--- src/rtl/brg_pkg.sv ---
package brg_pkg;
  localparam int BRG_INT_W  = 14;
  localparam int BRG_FRAC_W = 3;

  typedef enum logic [1:0] {
    DIV_UNITY,
    DIV_HALF,
    DIV_FRAC
  } div_mode_e;
endpackage

--- src/rtl/brg_divisor_latch.sv ---
module brg_divisor_latch
  import brg_pkg::*;
#(
  parameter int INT_W  = BRG_INT_W,
  parameter int FRAC_W = BRG_FRAC_W
) (
  input  logic              clk,
  input  logic              rst_n,
  input  logic              load,
  input  logic [INT_W-1:0]  n_in,
  input  logic [FRAC_W-1:0] f_in,
  input  logic              boundary,
  output logic              active,
  output logic              pend,
  output logic              fresh,
  output logic [INT_W-1:0]  sel_n,
  output logic [FRAC_W-1:0] sel_f,
  output logic [INT_W-1:0]  cur_n
);
  logic [INT_W-1:0]  sh_n;
  logic [FRAC_W-1:0] sh_f;
  logic [FRAC_W-1:0] cur_f;

  // A divisor that arrives in the same cycle as a boundary is used directly.
  always_comb begin
    fresh = load | pend;
    if (load) begin
      sel_n = n_in;
      sel_f = f_in;
    end else if (pend) begin
      sel_n = sh_n;
      sel_f = sh_f;
    end else begin
      sel_n = cur_n;
      sel_f = cur_f;
    end
  end

  always_ff @(posedge clk or negedge rst_n) begin
    if (!rst_n) begin
      active <= 1'b0;
      pend   <= 1'b0;
      sh_n   <= '0;
      sh_f   <= '0;
      cur_n  <= '0;
      cur_f  <= '0;
    end else begin
      if (load) active <= 1'b1;
      if (load && !boundary) begin
        sh_n <= n_in;
        sh_f <= f_in;
        pend <= 1'b1;
      end else if (boundary) begin
        pend <= 1'b0;
      end
      if (boundary) begin
        cur_n <= sel_n;
        cur_f <= sel_f;
      end
    end
  end
endmodule

--- src/rtl/brg_frac_spreader.sv ---
module brg_frac_spreader
  import brg_pkg::*;
#(
  parameter int INT_W  = BRG_INT_W,
  parameter int FRAC_W = BRG_FRAC_W
) (
  input  logic              clk,
  input  logic              rst_n,
  input  logic              boundary,
  input  logic              fresh,
  input  logic [INT_W-1:0]  n,
  input  logic [FRAC_W-1:0] f,
  output logic [INT_W:0]    period
);
  localparam logic [FRAC_W-1:0] HALF_F = {1'b1, {(FRAC_W-1){1'b0}}};

  div_mode_e         mode;
  logic [INT_W-1:0]  n_eff;
  logic [FRAC_W-1:0] f_eff;
  logic [FRAC_W-1:0] acc_q;
  logic [FRAC_W-1:0] base;
  logic [FRAC_W:0]   sum;

  always_comb begin
    if (n == '0)                  mode = DIV_UNITY;
    else if (n == INT_W'(1))      mode = DIV_HALF;
    else                          mode = DIV_FRAC;
  end

  always_comb begin
    unique case (mode)
      DIV_UNITY: begin n_eff = INT_W'(1); f_eff = '0;     end
      DIV_HALF:  begin n_eff = INT_W'(1); f_eff = HALF_F; end
      default:   begin n_eff = n;         f_eff = f;      end
    endcase
  end

  // The carry out of the phase accumulator marks a lengthened period.
  always_comb begin
    base   = fresh ? '0 : acc_q;
    sum    = {1'b0, base} + {1'b0, f_eff};
    period = {1'b0, n_eff} + (INT_W+1)'(sum[FRAC_W]);
  end

  always_ff @(posedge clk or negedge rst_n) begin
    if (!rst_n)        acc_q <= '0;
    else if (boundary) acc_q <= sum[FRAC_W-1:0];
  end
endmodule

--- src/rtl/brg_period_counter.sv ---
module brg_period_counter
  import brg_pkg::*;
#(
  parameter int INT_W = BRG_INT_W
) (
  input  logic           clk,
  input  logic           rst_n,
  input  logic           active,
  input  logic           start,
  input  logic [INT_W:0] period,
  output logic           tick,
  output logic           boundary,
  output logic [INT_W:0] cnt
);
  always_comb begin
    tick     = active && (cnt == '0);
    boundary = tick || start;
  end

  always_ff @(posedge clk or negedge rst_n) begin
    if (!rst_n)        cnt <= '0;
    else if (boundary) cnt <= period - (INT_W+1)'(1);
    else if (active)   cnt <= cnt - (INT_W+1)'(1);
  end
endmodule

--- src/rtl/brg_tick_gen.sv ---
module brg_tick_gen
  import brg_pkg::*;
#(
  parameter int INT_W  = BRG_INT_W,
  parameter int FRAC_W = BRG_FRAC_W
) (
  input  logic              clk,
  input  logic              rst_n,
  input  logic [INT_W-1:0]  div_int,
  input  logic [FRAC_W-1:0] div_frac,
  input  logic              load,
  output logic              tick
);
  logic              active;
  logic              pend;
  logic              fresh;
  logic              boundary;
  logic              start;
  logic [INT_W-1:0]  sel_n;
  logic [FRAC_W-1:0] sel_f;
  logic [INT_W-1:0]  cur_n;
  logic [INT_W:0]    period;
  logic [INT_W:0]    cnt;

  assign start = load && !active;

  brg_divisor_latch #(.INT_W(INT_W), .FRAC_W(FRAC_W)) u_latch (
    .clk(clk), .rst_n(rst_n), .load(load), .n_in(div_int), .f_in(div_frac),
    .boundary(boundary), .active(active), .pend(pend), .fresh(fresh),
    .sel_n(sel_n), .sel_f(sel_f), .cur_n(cur_n)
  );

  brg_frac_spreader #(.INT_W(INT_W), .FRAC_W(FRAC_W)) u_spread (
    .clk(clk), .rst_n(rst_n), .boundary(boundary), .fresh(fresh),
    .n(sel_n), .f(sel_f), .period(period)
  );

  brg_period_counter #(.INT_W(INT_W)) u_count (
    .clk(clk), .rst_n(rst_n), .active(active), .start(start),
    .period(period), .tick(tick), .boundary(boundary), .cnt(cnt)
  );
endmodule

--- config.mk ---
export PLATFORM = sky130hd
export DESIGN_NAME = brg_tick_gen
export DESIGN_NICKNAME = d
export VERILOG_FILES = /design/src/rtl/brg_pkg.sv /design/src/rtl/brg_divisor_latch.sv /design/src/rtl/brg_frac_spreader.sv /design/src/rtl/brg_period_counter.sv /design/src/rtl/brg_tick_gen.sv
export SDC_FILE = /design/constraint.sdc
export NUM_CORES = 1
export LEC_CHECK = 0
export ABC_AREA = 1
export BUFFER_PORTS_ARGS = -buffer_cell sky130_fd_sc_hd__buf_2
export CORE_UTILIZATION = 40
export CTS_CLUSTER_DIAMETER = 60
export DETAILED_ROUTE_END_ITERATION = 10
export SYNTH_ARGS = -nofsm -noshare
export SYNTH_HDL_FRONTEND = slang
export SYNTH_SLANG_ARGS = --single-unit
--- constraint.sdc ---
create_clock -name clk -period 5.5 [get_ports clk]
set_clock_uncertainty 0.1 [all_clocks]
set_input_delay 0.275 -clock clk [delete_from_list [all_inputs] [get_ports clk]]
set_output_delay 0.275 -clock clk [all_outputs]
set_load 0.02 [all_outputs]
==> results of run 1 <==
power by group through the flow:
stage / clock network, mW / logic [mW] / registers, mW
final: 0.281 / 0.318 / 0.538
after detailed placement: 0 / 0.321 / 0.543
after CTS: 0.291 / 0.321 / 0.537
after floorplan: 0 / 0.254 / 0.529
after global routing: 0.303 / 0.371 / 0.548
after global placement: 0 / 0.312 / 0.543
cells in the final DEF (no fill, tap or decap), types with 10 or more instances in the layout:
cell type and count:
o21ai_0 35, inv_1 37, buf_2 20, nand2_1 170, xor2_1 10, dfrtp_1 54
nand3_1 35, nor2_1 37, a21oi_1 14
registers in the layout, indices dropped and copies added, names as in the netlist:
register        cells
u_count.cnt        15
u_latch.cur_n      14
u_latch.sh_n       14
u_latch.cur_f       3
u_latch.sh_f        3
u_spread.acc_q      3
u_latch.active      1
u_latch.pend        1
layer usage:
layer  part of all wire (%)  routed length [um]  up-vias  track usage, %
li1                       -                   -     1517               -
met1                     47                3760     1403            26.2
met2                     48                3780       86            35.3
met3                    4.1                 328        7            3.01
met4                   0.86                  68        0            4.36
met5                      0                   0        -               0
path summary, 6_finish.rpt:
kind,startpoint,endpoint,slack (ns),depth (start not counted)
setup / recovery,u_latch.pend,u_count.cnt[8],1.55,21
hold / removal,rst_n,u_latch.cur_n[11],-0.01,2
setup reg to reg,u_latch.pend,u_count.cnt[8],1.55,21
hold reg to reg,u_latch.sh_f[0],u_latch.sh_f[0],0.39,2
max in group asynchronous,rst_n,u_count.cnt[0],4.86,2
min in group clk,div_frac[0],u_latch.sh_f[0],0.11,3
cell families after synthesis:
logic type,Yosys count
AOI/OAI and AO/OA,67
xor gates and xnor gates,15
adders and majority gates,8
buffers and inverters,61
DFF,54
and+or+nand+nor,265
through the flow:
| stage | power, mW | util [%] | instance area (sq um) | setup slack [ns] | hold WS, ns |
|---|---|---|---|---|---|
| 6_report | 1.14 | 43.9 | 3590 | 1.55 | -0.0119 |
| 5_1_grt | 1.22 | 43.9 | 3590 | 1.13 | 0.0449 |
| 4_1_cts | 1.15 | 43.9 | 3590 | 1.59 | 0.0132 |
| 3_5_place_dp | 0.864 | 42.5 | 3470 | 1.62 | 0.358 |
| 3_3_place_gp | 0.856 | 42.5 | 3470 | 1.70 | 0.361 |
| 2_1_floorplan | 0.782 | - | 3350 | 2.45 | -0.121 |
critical path: stages (launching register included):
cell	delay, ns
dfrtp_1	0.78
inv_4	0.20
nand2_1	0.10
nand3_1	0.06
nand2_1	0.17
nand2_1	0.14
nor2_1	0.17
nand4_1	0.16
inv_1	0.13
nor2_1	0.09
ha_1	0.29
a21o_1	0.15
a21oi_1	0.18
ha_1	0.20
ha_1	0.21
nand3_1	0.18
inv_1	0.09
nand2_1	0.07
xnor2_1	0.16
nand2_1	0.07
nand2_1	0.07
nand2_1	0.05
cell type report:
type / count / area share (%)
multi-input combinational: 355 / 47.8
tap: 105 / 3.66
clock inverter: 3 / 1.36
inverter: 43 / 4.57
sequential: 54 / 37.7
clock buffer: 5 / 1.92
timing repair buffer: 21 / 3.00
==> flow_summary.ini, run 1 <==
[clock_network]
numCtsBuffers = 5
post_cts_buffers = 0
post_cts_resize_count = 0
clock_sink_count = 54
ctsHoldBuffers = 0
insertion_delay_ns = 0.32
cts_tree = done
cts_root_buf = clkbuf_8
clk_pin_slew_ns = 0.11
cts-htree-levels = 2
clk_path_buf_depth = 2

[die]
die-area_sq_mm = 0.00874
dieHeight_um = 93.5
fp-row-count = 33
die_w_um = 93.5
core_sq_mm = 0.00818
io_pins = 21
start_util_pct = 41.0

[detailed_routing]
wl_um = 7930
drc = 0
routedWlPerCell_um = 13.5
num_vias = 3013
firstDrtPassIters = 5
antenna_left = 0
routed_via_density = 5.14
drtIter0Drc = 207

[timing]
fin_tns_setup_ns = 0
rsz0062_at_grt = no
hold_slack_ns = -0.0119
setup_viol = 0
min_period_ns = 3.95
fmax_mhz = 253
drv_slew = 0
hold_viol_final = 50
slew_headroom_pct = 43.5
tightest_slew_ns = 0.845
post-route-period-util_pct = 71.8

[logic_synthesis]
synth_warnings = 0
synthTopCellsByArea = dfrtp_1 (40%), nand2_1 (19%), nand3_1 (5.2%)
synth_fp_nets = 498
synth_top_area_cell = dfrtp_1
synth.most_common_cell = nand2_1
async_flop_share_pct = 100
synth_top_area_share_pct = 40.3
synth_compound_area_share_pct = 10.9
synth_top_family_by_area = simple AND/OR/NAND/NOR gates
synth_cell_types = 39
synth_cells = 470
yosys-top-cells-count = nand2_1 (170), dfrtp_1 (54), inv_1 (37), nor2_1 (37)
synth.area.mux_share_pct = 0
synth_flop_cell = dfrtp_1
synth_fa_ha_area_share_pct = 3.21
syn_area_per_cell_sq_um = 7.13
synth_simple_gate_area_share_pct = 33.2
synth_area_sq_mm = 0.00335
yosysSeqAreaShare_pct = 40.3
synth_edf_count = 0
ys_seq_elements = 54
synth-xor-area-share_pct = 3.92

[layout]
syn_to_final_growth_pct = 7.13
n_antenna_cell = 0
multiInputGateArea_sq_mm = 0.00172
regArea_sq_mm = 0.00135
nNetsFinal = 508
drive_gt1_share_pct = 9.36
final_cells = 586
fill_cells = 876

[global_routing]
grt_pass1_vias = 2931
grt_overflow = 0
antenna_found_initial = 0
grt_max_degree = 55
grt_pass1_wl_um = 13900
track_usage_pct = 20.1

[status]
run_status = finished with violations
violations = negative hold slack

[critical_path]
critPathRequiredTime_ns = 5.61
endpoint_kind = flip-flop
path_class = reg -> reg
crit_path_max_fanout = 19
cp.arrival_ns = 4.06
cp-start-kind = flip-flop

[pwr]
seqPwrFrac_pct = 47.3
p_int_uw = 742
p_sw_uw = 396
p_per_area_mw_per_mm2 = 317
comb_power_share_pct = 28.0
power.leakage_nw = 1.77
ir_drop_mv = 0.0966
power.share.switching_pct = 34.8
clockPowerShare_pct = 24.7

[place]
portBuffers = 20
placed_cells = 578
gp_congestion = 0.913
hpwl_um = 5740

[flow_run]
drv_cap = 0

[min_path]
min_path_type = in -> async
Note: power is estimated with default switching activity, not from simulation.
==> inputs of run 2 (changes only) <==
- ABC_AREA: 1 -> 0
- clock period: 5.5 -> 3.7 ns (I/O delays scaled with it)
==> flow_summary.ini, run 2 <==
[layout]
fin_util_pct = 50.8
fill_cells = 747
largest_reg_flops = 15
drive_gt1_share_pct = 32.4
regArea_sq_mm = 0.00135
mostFrequentLayoutCell = dfrtp_1
syn_to_final_growth_pct = 22.2
nNetsFinal = 410
largestRegisters = u_count.cnt (15), u_latch.cur_n (14), u_latch.sh_n (14)
final_cell_mix = dfrtp_1 (54), nand2_1 (46), buf_4 (36)
multiInputGateArea_sq_mm = 0.00190
n_antenna_cell = 0
final_cells = 485
max_flop_register = u_count.cnt

[pwr]
power.share.switching_pct = 32.6
p_per_area_mw_per_mm2 = 441
p_sw_uw = 566
power.leakage_nw = 1.75
power_mw = 1.74
ir_drop_mv = 0.194
seqPwrFrac_pct = 48.7
p_int_mw = 1.17
clockPowerShare_pct = 23.2
comb_power_share_pct = 28.1

[critical_path]
rr_startpoint = u_latch.pend
cp-endpoint = u_count.cnt[13]
r2r_end = u_count.cnt[13]
r2r_slack_ns = -0.06
path_class = reg -> reg
crit_path_start = u_latch.pend
critPathRequiredTime_ns = 3.82
cp.arrival_ns = 3.89
crit_path_max_fanout = 8
reg2reg_depth = 16
cp-start-kind = flip-flop
endpoint_kind = flip-flop

[clock_network]
clk_path_buf_depth = 2
numCtsBuffers = 5
cts-htree-levels = 2
insertion_delay_ns = 0.31
cts_tree = done
cts_root_buf = clkbuf_8
clk_pin_slew_ns = 0.10
clock_sink_count = 54

[logic_synthesis]
synth_area_sq_mm = 0.00323
synthTopCellsByArea = dfrtp_1 (42%), mux2_2 (7.7%), nand2_1 (5.4%)
synth_cells = 333
syn_area_per_cell_sq_um = 9.69
ys_seq_elements = 54
synth_cell_types = 58
async_flop_share_pct = 100
synth_edf_count = 0
synth.most_common_cell = dfrtp_1
synth_top_area_share_pct = 41.9
yosysSeqAreaShare_pct = 41.9
yosys-top-cells-count = dfrtp_1 (54), nand2_1 (46), nor2_1 (27)
synth_flop_cell = dfrtp_1
synth_warnings = 0
synth_top_area_cell = dfrtp_1
synth_fp_nets = 361

[status]
run_status = finished with violations
violations = negative setup slack

[timing]
fmax_mhz = 266
tightest_slew_ns = 0.760
setup_viol = 2
hold_viol_final = 0
drv_slew = 0
post-route-period-util_pct = 102
min_period_ns = 3.76
setup_ws_ns = -0.0645
rsz0062_at_grt = yes
slew_headroom_pct = 49.3
hold_slack_ns = 0.00652

[global_routing]
grt_pass1_wl_um = 13000
use_met2_pct = 34.6
antenna_found_initial = 0
grt_pass1_vias = 2779
grt_max_degree = 30
use_met1_pct = 24.6
global_route.usage.met3_pct = 2.82
track_usage_pct = 19.4
grt_overflow = 0
top_usage_layer = met2

[die]
fp-row-count = 32
start_util_pct = 41.5
core_sq_mm = 0.00777
die_w_um = 91.8
io_pins = 21
dieHeight_um = 91.8
die-area_sq_mm = 0.00843

[detailed_routing]
num_vias = 2641
firstDrtPassIters = 4
antenna_left = 0
drc = 0
wl_um = 7680
routedWlPerCell_um = 15.8
drtIter0Drc = 114
routed_via_density = 5.45

[place]
hpwl_um = 5580
portBuffers = 20
gp_congestion = 0.786
placed_cells = 472
pre_cts_ws_ns = -0.179

[flow_run]
drv_cap = 0

[min_path]
min_path_type = in -> reg
hold_depth = 2
-- run 2: cell types whose count changed in the layout (fill, tap and decap cells not counted), sizes merged, moves of 15 or more --
| cell | previous run | this run |
|---|---|---|
| inv | 44 | 8 |
| nand2 | 171 | 47 |
| mux2 | 0 | 23 |
| mux2i | 0 | 15 |
| buf | 21 | 58 |
| nand3 | 37 | 10 |
-- run 2: worst min-delay path by stage --
stage / end / from / slack, ns
after detailed placement: u_latch.sh_n[10] / rst_n / 0.15
after global routing: u_latch.sh_n[8] / div_int[8] / 0.002
final: u_latch.sh_n[8] / div_int[8] / 0.007
after floorplan: u_count.cnt[0] / rst_n / -0.21
after global placement: u_latch.sh_n[10] / rst_n / 0.16
after CTS: u_latch.sh_n[8] / div_int[8] / 0.003
-- run 2: cell families after synthesis --
logic type | Yosys count | synth area share (%)
simple gates | 116 | 18.1
mux | 38 | 12.9
fa+ha+maj | 8 | 3.33
flops | 54 | 41.9
buf+inv | 26 | 3.92
xor+xnor | 19 | 5.16
compound gates | 72 | 14.7
-- run 2: cell type report --
cell class                 instances  area share, %
sequential                        54           34.3
timing repair buffer              59           10.7
multi-input combinational        253           48.3
inverter                           9          0.857
tap                              102           3.24
clock buffer                       7           1.94
clock inverter                     1          0.762
-- run 2: power groups by stage --
stage	sequential [mW]	combinational, mW	clock, mW
6_report	0.846	0.489	0.404
2_1_floorplan	0.822	0.340	0
4_1_cts	0.843	0.485	0.412
5_1_grt	0.864	0.548	0.434
3_3_place_gp	0.850	0.460	0
3_5_place_dp	0.854	0.478	0
-- run 2: metal layers --
metal / vias to the layer above / share of wire [%] / routed length (um)
li1: 1285 / - / -
met1: 1311 / 45 / 3490
met2: 35 / 51 / 3880
met3: 10 / 2.4 / 184
met4: 0 / 1.6 / 121
met5: - / 0 / 0
-- run 2: through the flow --
step	area, sq um	TNS [ns]
after global routing	3940	-1.44
after detailed placement	3720	-0.792
after CTS	3880	-0.0769
final	3940	-0.104
after global placement	3720	-0.264
after floorplan	3300	-0.433
-- run 2: what timing repair did --
| item | 4_1_cts | 5_1_grt |
|---|---|---|
| setup endpoints to repair | 7 | 13 |
| endpoints found under the hold margin | 28 | 0 |
| gates resized for setup | 5 | 12 |
| pin swaps | 3 | 5 |
| hold buffers | 1 | 0 |
| setup buffers | 3 | 1 |
-- run 2: critical path, cell delays in order, from the launching register on --
cell and delay, ns:
dfrtp_1 0.42, buf_12 0.15, mux2_4 0.31, mux2i_4 0.16, and4bb_2 0.30, nand3_4 0.12, o32a_1 0.35, nor2_1 0.12
ha_1 0.26, a21oi_2 0.16, buf_4 0.12, ha_1 0.20, o211ai_1 0.13, nor4_2 0.20, nand4_1 0.15, xnor2_1 0.16
a221oi_2 0.28
==> inputs of run 3 (changes only) <==
- ABC_AREA: 0 -> 1
- BUFFER_PORTS_ARGS: -buffer_cell sky130_fd_sc_hd__buf_2 -> unset
- DONT_BUFFER_PORTS: unset -> 1
==> flow_summary.ini, run 3 (synthesis gave the netlist of run 1 again) <==
[critical_path]
crit_path_start = u_latch.pend
cp-start-kind = flip-flop
rr_startpoint = u_latch.pend
critPathRequiredTime_ns = 3.86
crit_path_max_fanout = 13
crit_chain = buf_4 > nand2_1 > nand3_1 > nand2_2 > nand2_1 > nor2_1 > nand4_1 > inv_2 > nor2_2 > ha_1 > a21o_1 > a21oi_2 > ha_2 > ha_2 > nand3_2 > nor3_1 > nand3_1 > nand3_1 > nand2_1 > inv_1
cp.arrival_ns = 3.60
slowest_delay_ns = 0.48
critPathSlowestCell = dfrtp_2
path_class = reg -> reg
crit_buf_inv = 3
endpoint_kind = flip-flop
crit_family = simple AND/OR/NAND/NOR gates

[die]
core_sq_mm = 0.00818
dieHeight_um = 93.5
die-area_sq_mm = 0.00874
die_w_um = 93.5
io_pins = 21
fp-row-count = 33
start_util_pct = 41.0

[min_path]
hp-start = load
min_path_type = in -> reg

[pwr]
power_mw = 1.66
p_per_area_mw_per_mm2 = 434
power.leakage_nw = 1.82
power.share.switching_pct = 35.2
p_int_mw = 1.07
p_sw_uw = 584
ir_drop_mv = 0.155
seqPwrFrac_pct = 48.2
comb_power_share_pct = 29.9
clockPowerShare_pct = 21.9

[clock_network]
clk_path_buf_depth = 2
clk_pin_slew_ns = 0.11
insertion_delay_ns = 0.31
numCtsBuffers = 5
cts-htree-levels = 2
clock_sink_count = 54
cts_root_buf = clkbuf_8
cts_tree = done

[timing]
post-route-period-util_pct = 93.0
min_period_ns = 3.44
drv_slew = 0
fmax_mhz = 291
tightest_slew_ns = 1.00
setup_viol = 0
slew_headroom_pct = 32.6
hold_slack_ns = -0.00217
hold_viol_final = 1

[detailed_routing]
routedWlPerCell_um = 13.7
firstDrtPassIters = 4
wl_um = 8170
routed_via_density = 5.09
num_vias = 3043
drtIter0Drc = 216
antenna_left = 0
drc = 0

[layout]
drive_gt1_share_pct = 9.74
syn_to_final_growth_pct = 13.9
nNetsFinal = 520
final_area_sq_mm = 0.00382
final_cell_mix = nand2_1 (167), dfrtp_1 (53), inv_1 (36)
max_flop_register = u_count.cnt
largestRegisters = u_count.cnt (15), u_latch.cur_n (14), u_latch.sh_n (14)
largest_reg_flops = 15
n_antenna_cell = 0
mostFrequentLayoutCell = nand2_1

[global_routing]
grt_pass1_vias = 2975
grt_pass1_wl_um = 14200
antenna_found_initial = 0
grt_max_degree = 55
track_usage_pct = 20.6
grt_overflow = 0

[status]
violations = negative hold slack
run_status = finished with violations

[flow_run]
drv_cap = 0

[place]
placed_area_sq_mm = 0.00344
hpwl_um = 5860
portBuffers = 0
gp_congestion = 0.870
-- run 3: final cells by class --
type | instances | area (sq um)
Fill cell | 848 | 4360
Multi-Input combinational cell | 355 | 1750
Clock inverter | 2 | 16.3
Tap cell | 105 | 131
Inverter | 43 | 166
Sequential cell | 54 | 1350
Timing Repair Buffer | 33 | 320
Clock buffer | 6 | 82.6
-- run 3: layer usage --
layer,vias up,routed length [um],GRT usage [%]
met2,49,4010,36.7
met3,6,288,2.85
met5,-,0,0
li1,1548,-,-
met1,1440,3800,26.5
met4,0,69,4.23
-- run 3: repair_timing --
| item | 4_1_cts | 5_1_grt |
|---|---|---|
| gates resized for setup | 0 | 13 |
| setup buffers | 0 | 1 |
| hold buffers | 22 | 0 |
| endpoints found under the hold margin | 71 | 0 |
| endpoints found under the setup margin | 0 | 9 |
-- run 3: path summary, 6_finish.rpt --
kind | endpoint | slack [ns] | cells past startpoint
setup reg to reg | u_count.cnt[12] | 0.26 | 20
min in group asynchronous | u_latch.sh_n[1] | 0.27 | 2
hold reg to reg | u_latch.sh_f[0] | 0.38 | 2
setup / recovery | u_count.cnt[12] | 0.26 | 20
max in group asynchronous | u_count.cnt[9] | 2.95 | 2
hold / removal | u_latch.pend | -0.002 | 2
-- run 3: stage by stage --
step	TNS (ns)	cells	setup WS, ns	util, %
CTS	0	597	0.0453	46.2
detailed placement	0	567	0.120	42.1
global route	-0.00821	598	-0.00821	46.7
finish	0	598	0.259	46.7
floorplan	0	470	0.648	-
global placement	0	567	0.246	42.1
-- run 3: power by group through the flow --
| stage | combinational (mW) | sequential, mW | clock, mW |
|---|---|---|---|
| 5_1_grt | 0.575 | 0.814 | 0.395 |
| 4_1_cts | 0.494 | 0.798 | 0.374 |
| 2_1_floorplan | 0.377 | 0.786 | 0 |
| 3_3_place_gp | 0.447 | 0.807 | 0 |
| 3_5_place_dp | 0.459 | 0.808 | 0 |
| 6_report | 0.495 | 0.799 | 0.364 |
